`src/rtl/tmr_flag_pkg.sv`:
```
package tmr_flag_pkg;
  localparam int ADDR_W = 3;
  localparam logic [ADDR_W-1:0] ADDR_FLAGS = 3'd0;
  localparam logic [ADDR_W-1:0] ADDR_IEN   = 3'd1;
  localparam logic [ADDR_W-1:0] ADDR_CFG   = 3'd2;
  localparam logic [ADDR_W-1:0] ADDR_MOD   = 3'd3;
  localparam logic [ADDR_W-1:0] ADDR_CNT   = 3'd4;
  localparam logic [1:0] PWR_RUN  = 2'd0;
  localparam logic [1:0] PWR_WAIT = 2'd1;
  localparam logic [1:0] PWR_STOP = 2'd2;
endpackage

```
`src/rtl/tmr_modcount.sv`:
```
module tmr_modcount #(
  parameter int W = 16
) (
  input  logic         clk,
  input  logic         rst,
  input  logic         run_i,
  input  logic [W-1:0] mod_i,
  output logic [W-1:0] cnt_o,
  output logic         wrap_o
);
  logic hit;
  assign hit    = (cnt_o == mod_i);
  assign wrap_o = run_i && hit;

  always_ff @(posedge clk) begin
    if (rst)        cnt_o <= '0;
    else if (run_i) cnt_o <= hit ? '0 : cnt_o + W'(1);
  end
endmodule

```
`src/rtl/tmr_flag_cell.sv`:
```
module tmr_flag_cell (
  input  logic clk,
  input  logic rst,
  input  logic set_i,
  input  logic arm_i,
  input  logic clr_i,
  output logic flag_o
);
  logic armed_q;

  always_ff @(posedge clk) begin
    if (rst) begin
      flag_o  <= 1'b0;
      armed_q <= 1'b0;
    end else if (set_i) begin
      flag_o  <= 1'b1;
      armed_q <= 1'b0;
    end else if (clr_i && armed_q) begin
      flag_o  <= 1'b0;
      armed_q <= 1'b0;
    end else if (arm_i && flag_o) begin
      armed_q <= 1'b1;
    end
  end
endmodule

```
`src/rtl/tmr_flag_ctrl.sv`:
```
module tmr_flag_ctrl
  import tmr_flag_pkg::*;
#(
  parameter int CNT_W  = 16,
  parameter int NUM_CH = 4
) (
  input  logic              clk,
  input  logic              rst,
  input  logic              brk_i,
  input  logic [1:0]        pwr_mode_i,
  input  logic [NUM_CH-1:0] evt_i,
  input  logic              sel_i,
  input  logic              we_i,
  input  logic [ADDR_W-1:0] addr_i,
  input  logic [CNT_W-1:0]  wdata_i,
  output logic [CNT_W-1:0]  rdata_o,
  output logic              irq_o
);
  localparam int NFLAG = NUM_CH + 1;

  logic [NFLAG-1:0] ien_q;
  logic             clren_q;
  logic [CNT_W-1:0] mod_q;
  logic [CNT_W-1:0] cnt_q;
  logic             cnt_wrap;
  logic             run;
  logic [NFLAG-1:0] set_vec;
  logic [NFLAG-1:0] flag_q;
  logic             access_ok;
  logic             rd_flags;
  logic             wr_flags;
  logic [CNT_W-1:0] rd_mux;

  assign run = !brk_i && (pwr_mode_i != PWR_STOP);

  tmr_modcount #(.W(CNT_W)) cnt_i (
    .clk(clk), .rst(rst), .run_i(run), .mod_i(mod_q),
    .cnt_o(cnt_q), .wrap_o(cnt_wrap)
  );

  // status accesses are honoured outside a break, or inside one when allowed
  assign access_ok = !brk_i || clren_q;
  assign rd_flags  = sel_i && !we_i && (addr_i == ADDR_FLAGS) && access_ok;
  assign wr_flags  = sel_i &&  we_i && (addr_i == ADDR_FLAGS) && access_ok;
  assign set_vec   = {evt_i, cnt_wrap};

  for (genvar g = 0; g < NFLAG; g++) begin : g_flag
    tmr_flag_cell cell_i (
      .clk(clk), .rst(rst), .set_i(set_vec[g]),
      .arm_i(rd_flags), .clr_i(wr_flags && !wdata_i[g]),
      .flag_o(flag_q[g])
    );
  end

  always_ff @(posedge clk) begin
    if (rst) begin
      ien_q   <= '0;
      clren_q <= 1'b0;
      mod_q   <= '1;
    end else if (sel_i && we_i) begin
      case (addr_i)
        ADDR_IEN: ien_q   <= wdata_i[NFLAG-1:0];
        ADDR_CFG: clren_q <= wdata_i[0];
        ADDR_MOD: mod_q   <= wdata_i;
        default:  ;
      endcase
    end
  end

  always_comb begin
    rd_mux = '0;
    case (addr_i)
      ADDR_FLAGS: rd_mux[NFLAG-1:0] = flag_q;
      ADDR_IEN:   rd_mux[NFLAG-1:0] = ien_q;
      ADDR_CFG:   rd_mux[0]         = clren_q;
      ADDR_MOD:   rd_mux            = mod_q;
      ADDR_CNT:   rd_mux            = cnt_q;
      default:    rd_mux            = '0;
    endcase
  end

  always_ff @(posedge clk) begin
    if (rst) begin
      rdata_o <= '0;
      irq_o   <= 1'b0;
    end else begin
      if (sel_i && !we_i) rdata_o <= rd_mux;
      irq_o <= |(flag_q & ien_q);
    end
  end
endmodule

```
`config.mk`:
```
export PLATFORM = sky130hd
export DESIGN_NAME = tmr_flag_ctrl
export DESIGN_NICKNAME = d
export VERILOG_FILES = /design/src/rtl/tmr_flag_pkg.sv /design/src/rtl/tmr_modcount.sv /design/src/rtl/tmr_flag_cell.sv /design/src/rtl/tmr_flag_ctrl.sv
export SDC_FILE = /design/constraint.sdc
export NUM_CORES = 1
export LEC_CHECK = 0
export CORE_ASPECT_RATIO = 0.6
export CORE_MARGIN = 2
export CORE_UTILIZATION = 35
export CTS_BUF_LIST = sky130_fd_sc_hd__clkbuf_4 sky130_fd_sc_hd__clkbuf_8
export CTS_CLUSTER_DIAMETER = 200
export DETAILED_ROUTE_END_ITERATION = 8
export SYNTH_ARGS = -nofsm -noshare
export SYNTH_HDL_FRONTEND = slang
export SYNTH_SLANG_ARGS = --single-unit
export TNS_END_PERCENT = 50
```
`constraint.sdc`:
```
create_clock -name clk -period 2.2 [get_ports clk]
set_input_delay 0.44 -clock clk [delete_from_list [all_inputs] [get_ports clk]]
set_output_delay 0.44 -clock clk [all_outputs]
set_load 0.01 [all_outputs]
```
## Word-level counts from Yosys, hierarchy flattened

Cells that the tools add are included.

| word-level totals | value |
|---|---|
| output and inout port bits | 17 |
| word-level logic and storage cells | 84 |
| bits in registers | 65 |

| cells by class | value |
|---|---|
| equality and inequality tests | 6 |
| reduce and logical (&&, ||, !) cells | 46 |
| bitwise logic cells | 1 |
| add/sub/neg operators | 1 |
| muxes and demuxes | 14 |

Operator list:

| kind | count |
|---|---|
| $logic_and 1x1->1 | 23 |
| $pmux 11 s2 | 1 |
| $add 16x1->16 const B | 1 |
| $eq 16x16->1 | 1 |
| $mux 16 | 1 |
| $pmux 4 s4 | 1 |
| $reduce_or 3->1 | 5 |
| $mux 1 | 10 |
| $reduce_bool 2->1 | 5 |
| $logic_not 1->1 | 7 |
| $eq 3x2->1 const B | 2 |
| $reduce_and 2->1 | 3 |
| $and 5x5->5 | 1 |
| $pmux 1 s5 | 1 |
| $reduce_or 5->1 | 1 |
| $eq 3x1->1 const B | 1 |
| $eq 3x3->1 const B | 1 |
| $logic_not 3->1 | 1 |
| $ne 2x2->1 const B | 1 |
| $logic_or 1x1->1 | 1 |

## Depth between registers and ports, before layout

| logic depth | value |
|---|---|
| depth in word-level cells | 7 |
| mapped depth | 7 |
| depth with buffers taken out | 6 |

## Cells and area by module

From an unflattened synthesis, not the netlist that was laid out.

| unflattened totals | value |
|---|---|
| cells, all modules | 337 |
| area, all modules | 3,271.9 sq um |

Modules (own cells, without submodules):

| module | area each (sq um) | instances | sequential area each (sq um) | cells an instance |
|---|---|---|---|---|
| tmr_flag_ctrl | 1,789.2 | 1 | 780.7 | 194 |
| tmr_modcount | 1,001.0 | 1 | 320.3 | 108 |
| tmr_flag_cell | 96.3 | 5 | 40.0 | 7 |

## Worst setup path after synthesis

Ideal clock, no wire load.

| timing | value |
|---|---|
| path kind | input-to-reg |
| start | in addr_i[2] |
| end | reg g_flag[0].cell_i.flag_o |
| arrival | 1,450 ps |
| required time | 2,068 ps |
| path buffers | 1 |
| stages | 5 |
| path slack | 618 ps |
| cell sequence | buf_6 > a2111oi_4 > nand3_2 > o311ai_2 > o31ai_1 |

| on the way | value |
|---|---|
| longest elaborated chain between the ends | 6 |

RTL lines:

| what | line | source |
|---|---|---|
| from (decl) | tmr_flag_ctrl.sv:14 | `input logic [ADDR_W-1:0] addr_i,` |
| $logic_not 3->1 | tmr_flag_ctrl.sv:44 | `assign wr_flags = sel_i && we_i && (addr_i == ADDR_FLAGS) && access_ok;` |
| $logic_and 1x1->1 (2 in series) | tmr_flag_ctrl.sv:44 |  |
| $logic_and 1x1->1 | tmr_flag_ctrl.sv:50 | `.arm_i(rd_flags), .clr_i(wr_flags && !wdata_i[g]),` |
| $logic_and 1x1->1 | tmr_flag_cell.sv:18 | `end else if (clr_i && armed_q) begin` |
| $reduce_bool 2->1 (no line) | - |  |
| to (signal assigned) | tmr_flag_cell.sv:13 | `flag_o <= 1'b0;` |
| to (signal assigned) | tmr_flag_cell.sv:16 | `flag_o <= 1'b1;` |
| to (signal assigned) | tmr_flag_cell.sv:19 | `flag_o <= 1'b0;` |
| to (decl) | tmr_flag_cell.sv:7 | `output logic flag_o` |

No other way between the ends.
A chain may end at the register's enable or synchronous reset.

## Worst setup path in the final report

| timing | value |
|---|---|
| start | in addr_i[2] |
| end | reg ien_q[2] |

| on the way | value |
|---|---|
| longest elaborated chain between the ends | 2 |

RTL lines:

| what | line | source |
|---|---|---|
| $eq 3x1->1 | tmr_flag_ctrl.sv:61 | `case (addr_i)` |
| $reduce_and 2->1 (no line) | - |  |
| to (signal assigned) | tmr_flag_ctrl.sv:62 | `ADDR_IEN: ien_q <= wdata_i[NFLAG-1:0];` |
| to (decl) | tmr_flag_ctrl.sv:21 | `logic [NFLAG-1:0] ien_q;` |

No other way between the ends.

==> results.toml <==
[status]
status = "finished, final reports clean"

[clock_tree]
numCtsBuffers = 9
insertion_delay_ns = 0.35
hold_buffers = 0
cts.repair.resized = 0
cts_tree = "done"
cts_setup_buffers = 0
cts_root_buffer = "clkbuf_8"
cts.sinks = 65
clkTransAtPathRegs_ns = 0.07
cts_htree_levels = 3
cts_max_path_buffers = 2

[die]
die_x_um = 123.8
coreArea_sq_mm = 0.008426
core.rowCount = 26
start_util_pct = 35.77
fp.dieArea_sq_mm = 0.009394
io_pins = 47
die_h_um = 75.88

[critical_path]
crit_top_cell = "nor2_1"
path_cells = "clkdlybuf4s50_1 -> buf_4 -> nor2_1 -> nand3b_1 -> mux2i_1 -> nor2_1"
ff2ff_setup_slack_ns = 0.60
reg2reg_depth = 6
crit_path_end_kind = "flop"
crit_buf_inv = 2
critPathSlowestCell = "clkdlybuf4s50_1"
cp_top_family = "buffers and inverters"
crit_arrival_ns = 2.03
cp_slowest_stage_delay_ns = 0.54
cp_max_fo = 5
worstPathRequired_ns = 2.43
critical_path.reg2reg.endpoint = "cnt_i.cnt_o[9]"
critical_path_class = "in2reg"
rr_startpoint = "cnt_i.cnt_o[0]"
start_kind = "input port"

[hold_path]
min_path_cells = 1
min_from = "g_flag[4].cell_i.armed_q"
min_to = "g_flag[4].cell_i.armed_q"
hold_path.class = "reg2reg"

[route]
drtAntennaViolNets = 0
vias = 2663
vias_per_cell = 5.102
route.detailed.drc = 0
wire_per_inst_um = 15.51
wirelength_mm = 8.097
drt_iter0_drc = 201
dr.pass1.iters = 6

[timing]
setup_tns_ns = 0
setup_viol = 0
slew_headroom_pct = 72.62
fin_skew_ns = 0.008764
worstMarginPinSlew_ns = 0.4106
holdWs_ns = 0.4963
min_period_ns = 1.806
report.final.slew_viol_count = 0
setup_slack_ns = 0.3942
fmax_ghz = 0.5538
post-route-period-util_pct = 82.08
grt_setup_unrepaired = "no"
finalHoldViolations = 0

[final_layout]
nNetsFinal = 437
num_antenna_cells = 0
layout_common_cells = "dfxtp_1, clkdlybuf4s50_1, nor2_1, nand2_1, xor2_1"
drive_above_1_share_pct = 12.20
layoutNonFillerInstCount = 522
syn_to_final_growth_pct = 30.43
final_common_cell = "dfxtp_1"

[logic_synthesis]
synthXorXnorAreaFrac_pct = 9.008
netlist_area_sq_mm = 0.003014
postSynthCellCount = 344
async_flop_share_pct = 0
netlist.area_leader.share_pct = 43.17
synthTopCellsByArea = "dfxtp_1, xor2_1, nor2_1, nand2_1, mux2i_1"
seq_area_frac_synth_pct = 43.17
synth_top_cell_by_area = "dfxtp_1"
syn-mean-instance-area_sq_um = 8.762
yosys-mux-area-fraction_pct = 3.985
synth_edf_count = 0
ys.flop_type = "dfxtp_1"
synth_compound_area_share_pct = 15.23
synth_top_family_by_area = "simple AND/OR/NAND/NOR gates"
synth-simple-area-share_pct = 23.79
yosysWarnings = 0
synth_nets = 375
ys_ff_latch = 65
synthAdderAreaFrac_pct = 0.4151
synth_cell_types = 45

[pwr]
power_density_mw_per_mm2 = 675.9
finalPower_mw = 2.657
max-vdd-ir-drop_mv = 0.3965
p_leak_nw = 1.518

[global_route]
grt_usage_pct = 18.18
first_global_vias = 2385
grt-ovfl-total = 0
grt_max_degree = 33
grt_pass1_wl_mm = 12.53
antenna_found_initial = 0

[place]
dp_slack_ns = 0.08218
portBuffers = 46
gp_congestion = 0.8306
placedCellCount = 507
hpwl_mm = 6.067

[run]
max_cap_violations = 0
-- flip-flops by register name, summed over array words and instances (netlist names) --
| signal | flops |
|---|---|
| cnt_i.cnt_o | 16 |
| ien_q | 5 |
| irq_o | 1 |
| mod_q | 16 |
| clren_q | 1 |
| g_flag.cell_i.armed_q | 5 |
| g_flag.cell_i.flag_o | 5 |
| rdata_o | 16 |
-- worst max-delay path by stage --
stage          startpoint                 endpoint  slack, ns  cells past startpoint
3_3_place_gp    addr_i[2]               rdata_o[6]       0.10                      5
4_1_cts         addr_i[2]               rdata_o[2]       0.44                      7
3_5_place_dp    addr_i[2]              rdata_o[13]       0.08                      5
5_1_grt         addr_i[2]                 ien_q[3]       0.29                      6
6_report        addr_i[2]                 ien_q[2]       0.39                      6
2_1_floorplan   addr_i[2]  g_flag[0].cell_i.flag_o       0.62                      5
-- cells in the mapped netlist (all sizes together) (9+ instances only) --
cell type / instances
nor2: 44
xor2: 26
buf: 10
nand2: 38
a221oi: 11
dfxtp: 65
o21ai: 17
nor3: 15
mux2i: 12
a21oi: 13
nand3: 24
clkbuf: 9
-- cell type report --
class	instances	area, sq um
fillers	820	4494
multi-input cells	253	1580
flip-flops and latches	65	1301
repair buffers	70	665.6
clock buffers	12	152.6
well taps	112	140.1
clock inverters	3	65.06
inverters	7	26.28
-- stage by stage --
step | cell area, sq um | util [%]
finish | 3931 | 46.66
global route | 3931 | 46.66
CTS | 3931 | 46.66
detailed placement | 3714 | 44.07
global placement | 3714 | 44.07
floorplan | 3014 | -
-- worst register-to-register path, cell delays in order, from the launching register on --
cell and delay (ns):
dfxtp_1 0.47, xor2_1 0.14, nor4_1 0.27, nand3_1 0.21
o21ai_4 0.19, buf_12 0.16, nor2_1 0.06
-- logic make-up after synthesis --
logic type / count (synthesis)
XOR/XNOR: 31
AO/OA/AOI/OAI: 59
AND/OR/NAND/NOR: 150
flip-flops: 65
buffers and inverters: 26
adder cells (fa/ha/maj): 1
multiplexers: 12
-- power breakdown --
group | leakage (nW) | switching, mW | internal, mW | total [mW]
clock | 0.113 | 0.440 | 0.686 | 1.13
sequential | 0.529 | 0.0300 | 1.21 | 1.24
combinational | 0.875 | 0.137 | 0.152 | 0.289
total | 1.52 | 0.607 | 2.05 | 2.66
-- routing by layer --
| metal | vias up | track usage (%) | wire (um) |
|---|---|---|---|
| li1 | 1330 | - | - |
| met1 | 1255 | 28.03 | 4292 |
| met2 | 72 | 23.44 | 3211 |
| met3 | 6 | 5.240 | 530 |
| met4 | 0 | 6.061 | 62 |
| met5 | - | 0 | 0 |
Note: power is estimated with default switching activity, not from simulation.
